===== src/rtl/buzz_pkg.sv =====
package buzz_pkg;
  localparam int unsigned DIV_W  = 16;
  localparam int unsigned DUTY_W = 8;

  typedef enum logic [1:0] {
    MODE_VOICE = 2'b00,
    MODE_TONE  = 2'b01,
    MODE_AUDIO = 2'b10,
    MODE_FM    = 2'b11
  } buzz_mode_e;
endpackage


===== src/rtl/buzz_carrier.sv =====
module buzz_carrier #(
  parameter int unsigned DIV_W  = buzz_pkg::DIV_W,
  parameter int unsigned DUTY_W = buzz_pkg::DUTY_W
) (
  input  logic              clk_i,
  input  logic              rst_ni,
  input  logic              run_i,
  input  logic [DIV_W-1:0]  div_i,
  input  logic [DUTY_W-1:0] duty_i,
  output logic              pwm_o,
  output logic              last_o,
  output logic [DIV_W-1:0]  cnt_o,
  output logic [DIV_W-1:0]  per_o,
  output logic [DIV_W:0]    hi_o
);
  localparam int unsigned HI_W = DIV_W + 1;
  localparam int unsigned PR_W = HI_W + DUTY_W;

  logic [DIV_W-1:0] cnt_q, per_q;
  logic [HI_W-1:0]  hi_q, hi_d, span;
  logic [PR_W-1:0]  prod;
  logic             last;

  // high time = (div+1) * duty / 2^DUTY_W, always below the period
  assign span = {1'b0, div_i} + HI_W'(1);
  assign prod = PR_W'(span) * PR_W'(duty_i);
  assign hi_d = prod[PR_W-1:DUTY_W];
  assign last = (cnt_q == per_q);

  always_ff @(posedge clk_i or negedge rst_ni) begin
    if (!rst_ni) begin
      cnt_q <= '0;
      per_q <= '0;
      hi_q  <= '0;
    end else if (!run_i || last) begin
      cnt_q <= '0;
      per_q <= div_i;
      hi_q  <= hi_d;
    end else begin
      cnt_q <= cnt_q + DIV_W'(1);
    end
  end

  assign pwm_o  = ({1'b0, cnt_q} < hi_q);
  assign last_o = last;
  assign cnt_o  = cnt_q;
  assign per_o  = per_q;
  assign hi_o   = hi_q;
endmodule


===== src/rtl/buzz_square.sv =====
module buzz_square #(
  parameter int unsigned DIV_W = buzz_pkg::DIV_W
) (
  input  logic             clk_i,
  input  logic             rst_ni,
  input  logic             run_i,
  input  logic [DIV_W-1:0] div_i,
  output logic             lvl_o
);
  logic [DIV_W-1:0] cnt_q, per_q;
  logic             lvl_q;

  always_ff @(posedge clk_i or negedge rst_ni) begin
    if (!rst_ni) begin
      cnt_q <= '0;
      per_q <= '0;
      lvl_q <= 1'b1;
    end else if (!run_i) begin
      cnt_q <= '0;
      per_q <= div_i;
      lvl_q <= 1'b1;
    end else if (cnt_q == per_q) begin
      cnt_q <= '0;
      per_q <= div_i;
      lvl_q <= ~lvl_q;
    end else begin
      cnt_q <= cnt_q + DIV_W'(1);
    end
  end

  assign lvl_o = lvl_q;
endmodule


===== src/rtl/buzz_pwm.sv =====
module buzz_pwm #(
  parameter int unsigned DIV_W  = buzz_pkg::DIV_W,
  parameter int unsigned DUTY_W = buzz_pkg::DUTY_W
) (
  input  logic              clk_i,
  input  logic              rst_ni,
  input  logic              enable_i,
  input  logic [1:0]        mode_i,
  input  logic [DIV_W-1:0]  car_div_i,
  input  logic [DUTY_W-1:0] duty_i,
  input  logic              gate_en_i,
  input  logic [DIV_W-1:0]  gate_div_i,
  output logic              buzz_o
);
  import buzz_pkg::*;

  logic             active, gate_run, pwm, gate_lvl, car_last, buzz_d, buzz_q;
  logic [DIV_W-1:0] car_cnt, car_per;
  logic [DIV_W:0]   car_hi;

  assign active   = enable_i && (buzz_mode_e'(mode_i) != MODE_FM);
  assign gate_run = active && gate_en_i;

  buzz_carrier #(.DIV_W(DIV_W), .DUTY_W(DUTY_W)) i_carrier (
    .clk_i  (clk_i),
    .rst_ni (rst_ni),
    .run_i  (active),
    .div_i  (car_div_i),
    .duty_i (duty_i),
    .pwm_o  (pwm),
    .last_o (car_last),
    .cnt_o  (car_cnt),
    .per_o  (car_per),
    .hi_o   (car_hi)
  );

  buzz_square #(.DIV_W(DIV_W)) i_square (
    .clk_i  (clk_i),
    .rst_ni (rst_ni),
    .run_i  (gate_run),
    .div_i  (gate_div_i),
    .lvl_o  (gate_lvl)
  );

  assign buzz_d = active && pwm && (!gate_en_i || gate_lvl);

  always_ff @(posedge clk_i or negedge rst_ni) begin
    if (!rst_ni) buzz_q <= 1'b0;
    else         buzz_q <= buzz_d;
  end

  assign buzz_o = buzz_q;
endmodule


===== config.mk =====
export PLATFORM = sky130hd
export DESIGN_NAME = buzz_pwm
export DESIGN_NICKNAME = d
export VERILOG_FILES = /design/src/rtl/buzz_pkg.sv /design/src/rtl/buzz_carrier.sv /design/src/rtl/buzz_square.sv /design/src/rtl/buzz_pwm.sv
export SDC_FILE = /design/constraint.sdc
export NUM_CORES = 1
export LEC_CHECK = 0
export BUFFER_PORTS_ARGS = -buffer_cell sky130_fd_sc_hd__buf_2
export CAP_MARGIN = 20
export CORE_ASPECT_RATIO = 1.75
export CORE_MARGIN = 1.5
export CORE_UTILIZATION = 39
export CTS_CLUSTER_SIZE = 25
export DETAILED_ROUTE_END_ITERATION = 10
export PLACE_DENSITY = 0.63
export SLEW_MARGIN = 20
export SYNTH_ARGS = -nofsm -noshare
export SYNTH_HDL_FRONTEND = slang
export SYNTH_SLANG_ARGS = --single-unit

===== constraint.sdc =====
create_clock -name clk_i -period 2.4 [get_ports clk_i]
set_input_delay 0 -clock clk_i [delete_from_list [all_inputs] [get_ports clk_i]]
set_output_delay 0 -clock clk_i [all_outputs]
set_load 0.01 [all_outputs]

---- Yosys cells after proc, flatten, opt, wreduce, memory -nomap -nowiden ----
Index checks and enable logic that the tools add are counted.
word-level totals
  bits in registers ....................... 83
  word-level logic and storage cells ...... 32
  output and inout bits ................... 1
  input bits .............................. 46
cells by class
  multiply operators ...................... 1
  bitwise logic cells ..................... 1
  equal/unequal tests ..................... 4
  reductions and logical operators ........ 8
  mux-type cells .......................... 7
  $lt $le $gt $ge ......................... 1
  $add $sub $neg .......................... 3
operators by type and width
  operator               number
  $mux 16                5
  $add 16x1->16 const B  2
  $eq 16x16->1           2
  $mul 17x8->25          1
  $add 16x1->17 const B  1
  $lt 16x17->1           1
  $logic_and 1x1->1      4
  $ne 2x2->1 const B     2
  $logic_not 1->1        2
  $logic_or 1x1->1       2
  $mux 1                 2
  $not 1->1              1

---- Longest topological paths before layout ----
  depth in word-level cells ............... 5
  depth in mapped cells ................... 23
  depth with buffers taken out ............ 22

---- By module ----
A second synthesis with hierarchy kept.
second synthesis, totals
  cell total of the unflattened synthesis .. 873
  area total of the unflattened synthesis .. 8678.3 sq um
by module, submodules not included
  module        instances  area each (sq um)  sequential area each (sq um)  cells an instance
  buzz_carrier  1          6975.4             1226.2                        738
  buzz_square   1          1646.6             827.0                         130
  buzz_pwm      1          56.3               25.0                          5

---- Worst setup path after synthesis ----
OpenSTA, ideal clock, no wires.
  path kind ............................... input to register
  from .................................... input car_div_i[0]
  to ...................................... register i_carrier.hi_q[15], in the netlist i_carrier.hi_o[15]
  path buffers ............................ 1
  library setup time ...................... 120 ps
  arrival time ............................ 5148 ps
  stages on the path ...................... 20
  data required time ...................... 2280 ps
  path slack .............................. -2867 ps
  path through ............................ clkbuf_2 nand4_1 nor2_1 and3_1 nand3_1 xor2_1 nor2b_1 fa_1 fa_1 fa_1 inv_1 fa_1 inv_1 ha_1 and3_1 nor3b_1 a221o_1 o31a_1 or3_1 a31o_1
on the way
  cells in the longest elaborated chain, start to end .. 2
RTL lines
  what                    RTL line            source
  start: declaration      buzz_pwm.sv:9       input logic [DIV_W-1:0] car_div_i,
  $add 16x1->17           buzz_carrier.sv:25  assign span = {1'b0, div_i} + HI_W'(1);
  $mul 17x8->25           buzz_carrier.sv:26  assign prod = PR_W'(span) * PR_W'(duty_i);
  end signal: assignment  buzz_carrier.sv:38  hi_q <= hi_d;
  end: declaration        buzz_carrier.sv:20  logic [HI_W-1:0] hi_q, hi_d, span;
Every way passes these cells.
A chain may end at the register's enable or synchronous reset.

---- Worst setup path in the final report ----
Ends and elaborated chain as after synthesis.

==> impl_metrics.xml <==
<?xml version="1.0" encoding="UTF-8"?>
<metrics>
  <group name="logic_synthesis">
    <metric name="synth-seq-area-share" unit="">0.247</metric>
    <metric name="syn_nets" unit="">1060</metric>
    <metric name="synthFlopType" unit="">dfrtp_1</metric>
    <metric name="synth.distinct_cells" unit="">50</metric>
    <metric name="mappedNetlistArea" unit="µm²">8400</metric>
    <metric name="async_reset_ff_frac" unit="">1.00</metric>
    <metric name="yosys_register_bits" unit="">83</metric>
    <metric name="synth_enable_flop_cells" unit="">0</metric>
    <metric name="syn_inst" unit="">865</metric>
    <metric name="yosys_warnings" unit="">0</metric>
    <metric name="syn_area_per_cell" unit="µm²">9.71</metric>
  </group>
  <group name="placement">
    <metric name="dpl_cell_area" unit="µm²">10300</metric>
    <metric name="gp_congestion" unit="">0.890</metric>
    <metric name="pre_cts_slack" unit="ns">-2.73</metric>
    <metric name="dp_hpwl" unit="µm">17800</metric>
    <metric name="port-buffer-count" unit="">46</metric>
  </group>
  <group name="sta">
    <metric name="timing_worst_slew_pin_value" unit="ns">0.467</metric>
    <metric name="rsz0062_at_grt" unit="">yes</metric>
    <metric name="worst_slew_margin_rel" unit="">0.689</metric>
    <metric name="clock_skew" unit="ns">0.0137</metric>
    <metric name="maxClockFrequency" unit="GHz">0.213</metric>
    <metric name="finalWorstPathRequiredPeriod" unit="ns">4.70</metric>
    <metric name="report.final.setup_viol" unit="">17</metric>
    <metric name="timing_max_transition_violations_final" unit="">0</metric>
    <metric name="post-route-period-util" unit="">1.96</metric>
    <metric name="setup_total_negative_slack" unit="ns">-33.93</metric>
    <metric name="fin_ws" unit="ns">-2.30</metric>
    <metric name="final-hold-violation-count" unit="">0</metric>
  </group>
  <group name="die">
    <metric name="die_area" unit="µm²">22500</metric>
    <metric name="std_cell_rows" unit="">70</metric>
    <metric name="io_pins" unit="">47</metric>
    <metric name="design.core.area" unit="µm²">21000</metric>
    <metric name="chipWidth" unit="µm">114</metric>
    <metric name="start_util" unit="">0.400</metric>
    <metric name="fp.dieH" unit="µm">197</metric>
  </group>
  <group name="drt">
    <metric name="remaining_drc_errors" unit="">0</metric>
    <metric name="routed-via-count" unit="">6806</metric>
    <metric name="drt-wirelength-per-cell" unit="µm">16.7</metric>
    <metric name="number_of_detailed_route_iterations_in_the_first_pass" unit="">4</metric>
    <metric name="drt-vias-per-instance" unit="">5.07</metric>
    <metric name="wl" unit="µm">22500</metric>
    <metric name="initialDrtViolationCount" unit="">183</metric>
    <metric name="final_antenna_net_count" unit="">0</metric>
  </group>
  <group name="global_route">
    <metric name="globalRoute.totalOverflow" unit="">0</metric>
    <metric name="antenna_found_initial" unit="">0</metric>
    <metric name="largest_net_degree_at_the_start_of_global_routing" unit="">84</metric>
    <metric name="grt_pass1_vias" unit="">7688</metric>
    <metric name="first_pass_grt_wire_length" unit="µm">36800</metric>
    <metric name="groute.usage.overall" unit="">0.213</metric>
  </group>
  <group name="power_and_ir_drop">
    <metric name="cellLeakagePower" unit="nW">5.52</metric>
    <metric name="worst_ir_drop_vdd" unit="mV">0.622</metric>
    <metric name="p_per_area" unit="nW/µm²">1010</metric>
  </group>
  <group name="clocking">
    <metric name="tritoncts" unit="">done</metric>
    <metric name="clk_path_buf_depth" unit="">2</metric>
    <metric name="cts_sinks" unit="">83</metric>
    <metric name="cts.reportedPaths.clkPinSlew" unit="ns">0.06</metric>
    <metric name="tritoncts.num_buffers" unit="">9</metric>
    <metric name="number_of_h_tree_levels" unit="">3</metric>
    <metric name="clock_latency" unit="ns">0.35</metric>
    <metric name="clock-root-buffer" unit="">clkbuf_16</metric>
  </group>
  <group name="layout">
    <metric name="most_frequent_standard_cell_in_the_layout_excluding_fill_and_tap_cells" unit="">buf_4</metric>
    <metric name="number_of_nets_at_the_end_of_the_flow" unit="">1280</metric>
    <metric name="finalInstanceArea" unit="µm²">11500</metric>
    <metric name="layout-drive-gt1-share" unit="">0.354</metric>
    <metric name="mostFrequentLayoutCells" unit="">buf_4 (138), inv_1 (102), dfrtp_1 (82)</metric>
    <metric name="final.fill_count" unit="">1883</metric>
    <metric name="area_delta_synth_final" unit="%">37.4</metric>
    <metric name="insertedDiodeCount" unit="">0</metric>
  </group>
  <group name="flow_run">
    <metric name="maxCapViolCount" unit="">0</metric>
  </group>
  <group name="setup_path">
    <metric name="kind_of_critical_path" unit="">input port to register</metric>
    <metric name="arrival" unit="ns">4.94</metric>
    <metric name="endpoint_kind" unit="">register</metric>
    <metric name="required" unit="ns">2.64</metric>
    <metric name="r2r_cells" unit="">7</metric>
    <metric name="critical_path.startpoint_type" unit="">input port</metric>
    <metric name="critical_path_peak_fanout" unit="">6</metric>
  </group>
  <group name="run_status">
    <metric name="outcome" unit="">complete, but fails checks</metric>
    <metric name="violated_checks" unit="">setup timing</metric>
  </group>
  <group name="min_path">
    <metric name="hold-path-cell-count" unit="">3</metric>
    <metric name="worstHoldPathType" unit="">input port to register</metric>
  </group>
</metrics>
[repair_timing]
action	in CTS	in global routing
setup endpoints to repair	17	17
endpoints found under the hold margin	100	0
buffers inserted	19	14
gates cloned	0	0
gates resized for setup	86	42
hold buffers	20	0
pin swaps	80	54
[through the flow]
stage	hold slack (ns)	power, W	utilization	instances
floorplan	-0.296	0.00575	-	865
global placement	0.0561	0.00811	0.490	1276
detailed placement	0.0523	0.00818	0.490	1276
CTS	0.000434	0.0108	0.536	1329
global route	0.0125	0.0126	0.549	1342
finish	0.00803	0.0117	0.549	1342
[worst max-delay path, cell delays in order]
cell,delay [ns]
buf_8,0.08
nand4_1,0.11
nor2_2,0.17
buf_4,0.13
and3_4,0.20
nand2_4,0.07
xor2_4,0.26
nor2b_2,0.08
fa_1,0.56
fa_1,0.46
fa_1,0.51
inv_1,0.05
fa_1,0.49
inv_2,0.05
ha_4,0.23
and3_4,0.19
nor3b_4,0.15
a221o_1,0.35
o31a_1,0.26
or3_1,0.31
a31o_1,0.21
[power by group]
group | switching [W] | internal, W | leakage [nW]
clock network | 0.000547 | 0.000782 | 0.148
logic | 0.00412 | 0.00450 | 4.33
registers | 0.000116 | 0.00162 | 1.04
total | 0.00478 | 0.00690 | 5.52
[flip-flops by register name, indices dropped and copies added, names as in the netlist]
| name | cells |
|---|---|
| i_square.lvl_o | 1 |
| i_square.cnt_q | 16 |
| i_carrier.hi_o | 17 |
| i_square.per_q | 16 |
| i_carrier.cnt_o | 16 |
| buzz_o | 1 |
| i_carrier.per_o | 16 |
[cells in the mapped netlist (2+ instances only)]
cell type | instances | area [µm²]
inv_1 | 120 | 450
fa_1 | 89 | 1780
dfrtp_1 | 82 | 2050
nor2b_1 | 70 | 438
ha_1 | 60 | 751
nor2_1 | 51 | 191
xor2_1 | 44 | 385
and2_1 | 42 | 263
xnor2_1 | 41 | 359
mux2_2 | 33 | 372
nand2_1 | 32 | 120
a21oi_1 | 30 | 150
nand3_1 | 26 | 130
and3_1 | 20 | 125
o21ai_0 | 14 | 70.1
nand4_1 | 13 | 81.3
a21o_1 | 11 | 82.6
clkbuf_1 | 11 | 41.3
nand2b_1 | 11 | 68.8
buf_2 | 7 | 35.0
nor3_1 | 6 | 30.0
nor4_1 | 6 | 37.5
or3_1 | 6 | 37.5
mux2i_1 | 3 | 30.0
o21a_1 | 3 | 22.5
a211o_1 | 2 | 17.5
a211oi_1 | 2 | 15.0
a21boi_1 | 2 | 15.0
a31oi_1 | 2 | 12.5
nand4b_1 | 2 | 17.5
o21bai_1 | 2 | 15.0
o221ai_1 | 2 | 17.5
or2_2 | 2 | 12.5
or4_1 | 2 | 15.0
[worst paths after layout]
check                                   start                 end  slack [ns]
setup / recovery                 car_div_i[0]  i_carrier.hi_o[15]       -2.30
hold / removal                   car_div_i[3]  i_carrier.per_o[3]       0.008
setup reg to reg           i_square.cnt_q[13]      i_square.lvl_o        0.11
hold reg to reg             i_carrier.hi_o[7]   i_carrier.hi_o[7]        0.50
max in group asynchronous              rst_ni      i_square.lvl_o        1.80
min in group asynchronous              rst_ni  i_carrier.per_o[0]        0.20
[routing by layer]
metal	global-route usage	wire length (µm)	up-vias
li1	-	-	3229
met1	0.199	7610	3413
met2	0.436	13500	98
met3	0.0196	260	66
met4	0.114	1050	0
met5	0	0	-
[layout make-up]
| class | count | area (µm²) | share of cell area |
|---|---|---|---|
| clock buffers | 12 | 267 | 0.0231 |
| multi-input cells | 643 | 6570 | 0.569 |
| clock inverters | 4 | 23.8 | 0.00206 |
| flip-flops and latches | 83 | 2080 | 0.180 |
| inverters | 120 | 450 | 0.0390 |
| well taps | 252 | 315 | 0.0273 |
| repair buffers | 228 | 1840 | 0.159 |
[cells by family (layout without fill, tap and decap cells)]
group,count (synthesis),in the layout,synth area share
compound gates,81,81,0.0621
flops,83,83,0.247
xor+xnor,85,85,0.0886
buf+inv,139,364,0.0633
simple gates,292,292,0.190
mux,36,36,0.0478
fa+ha+maj,149,149,0.301
No activity file was read; power rests on OpenSTA's default activity.
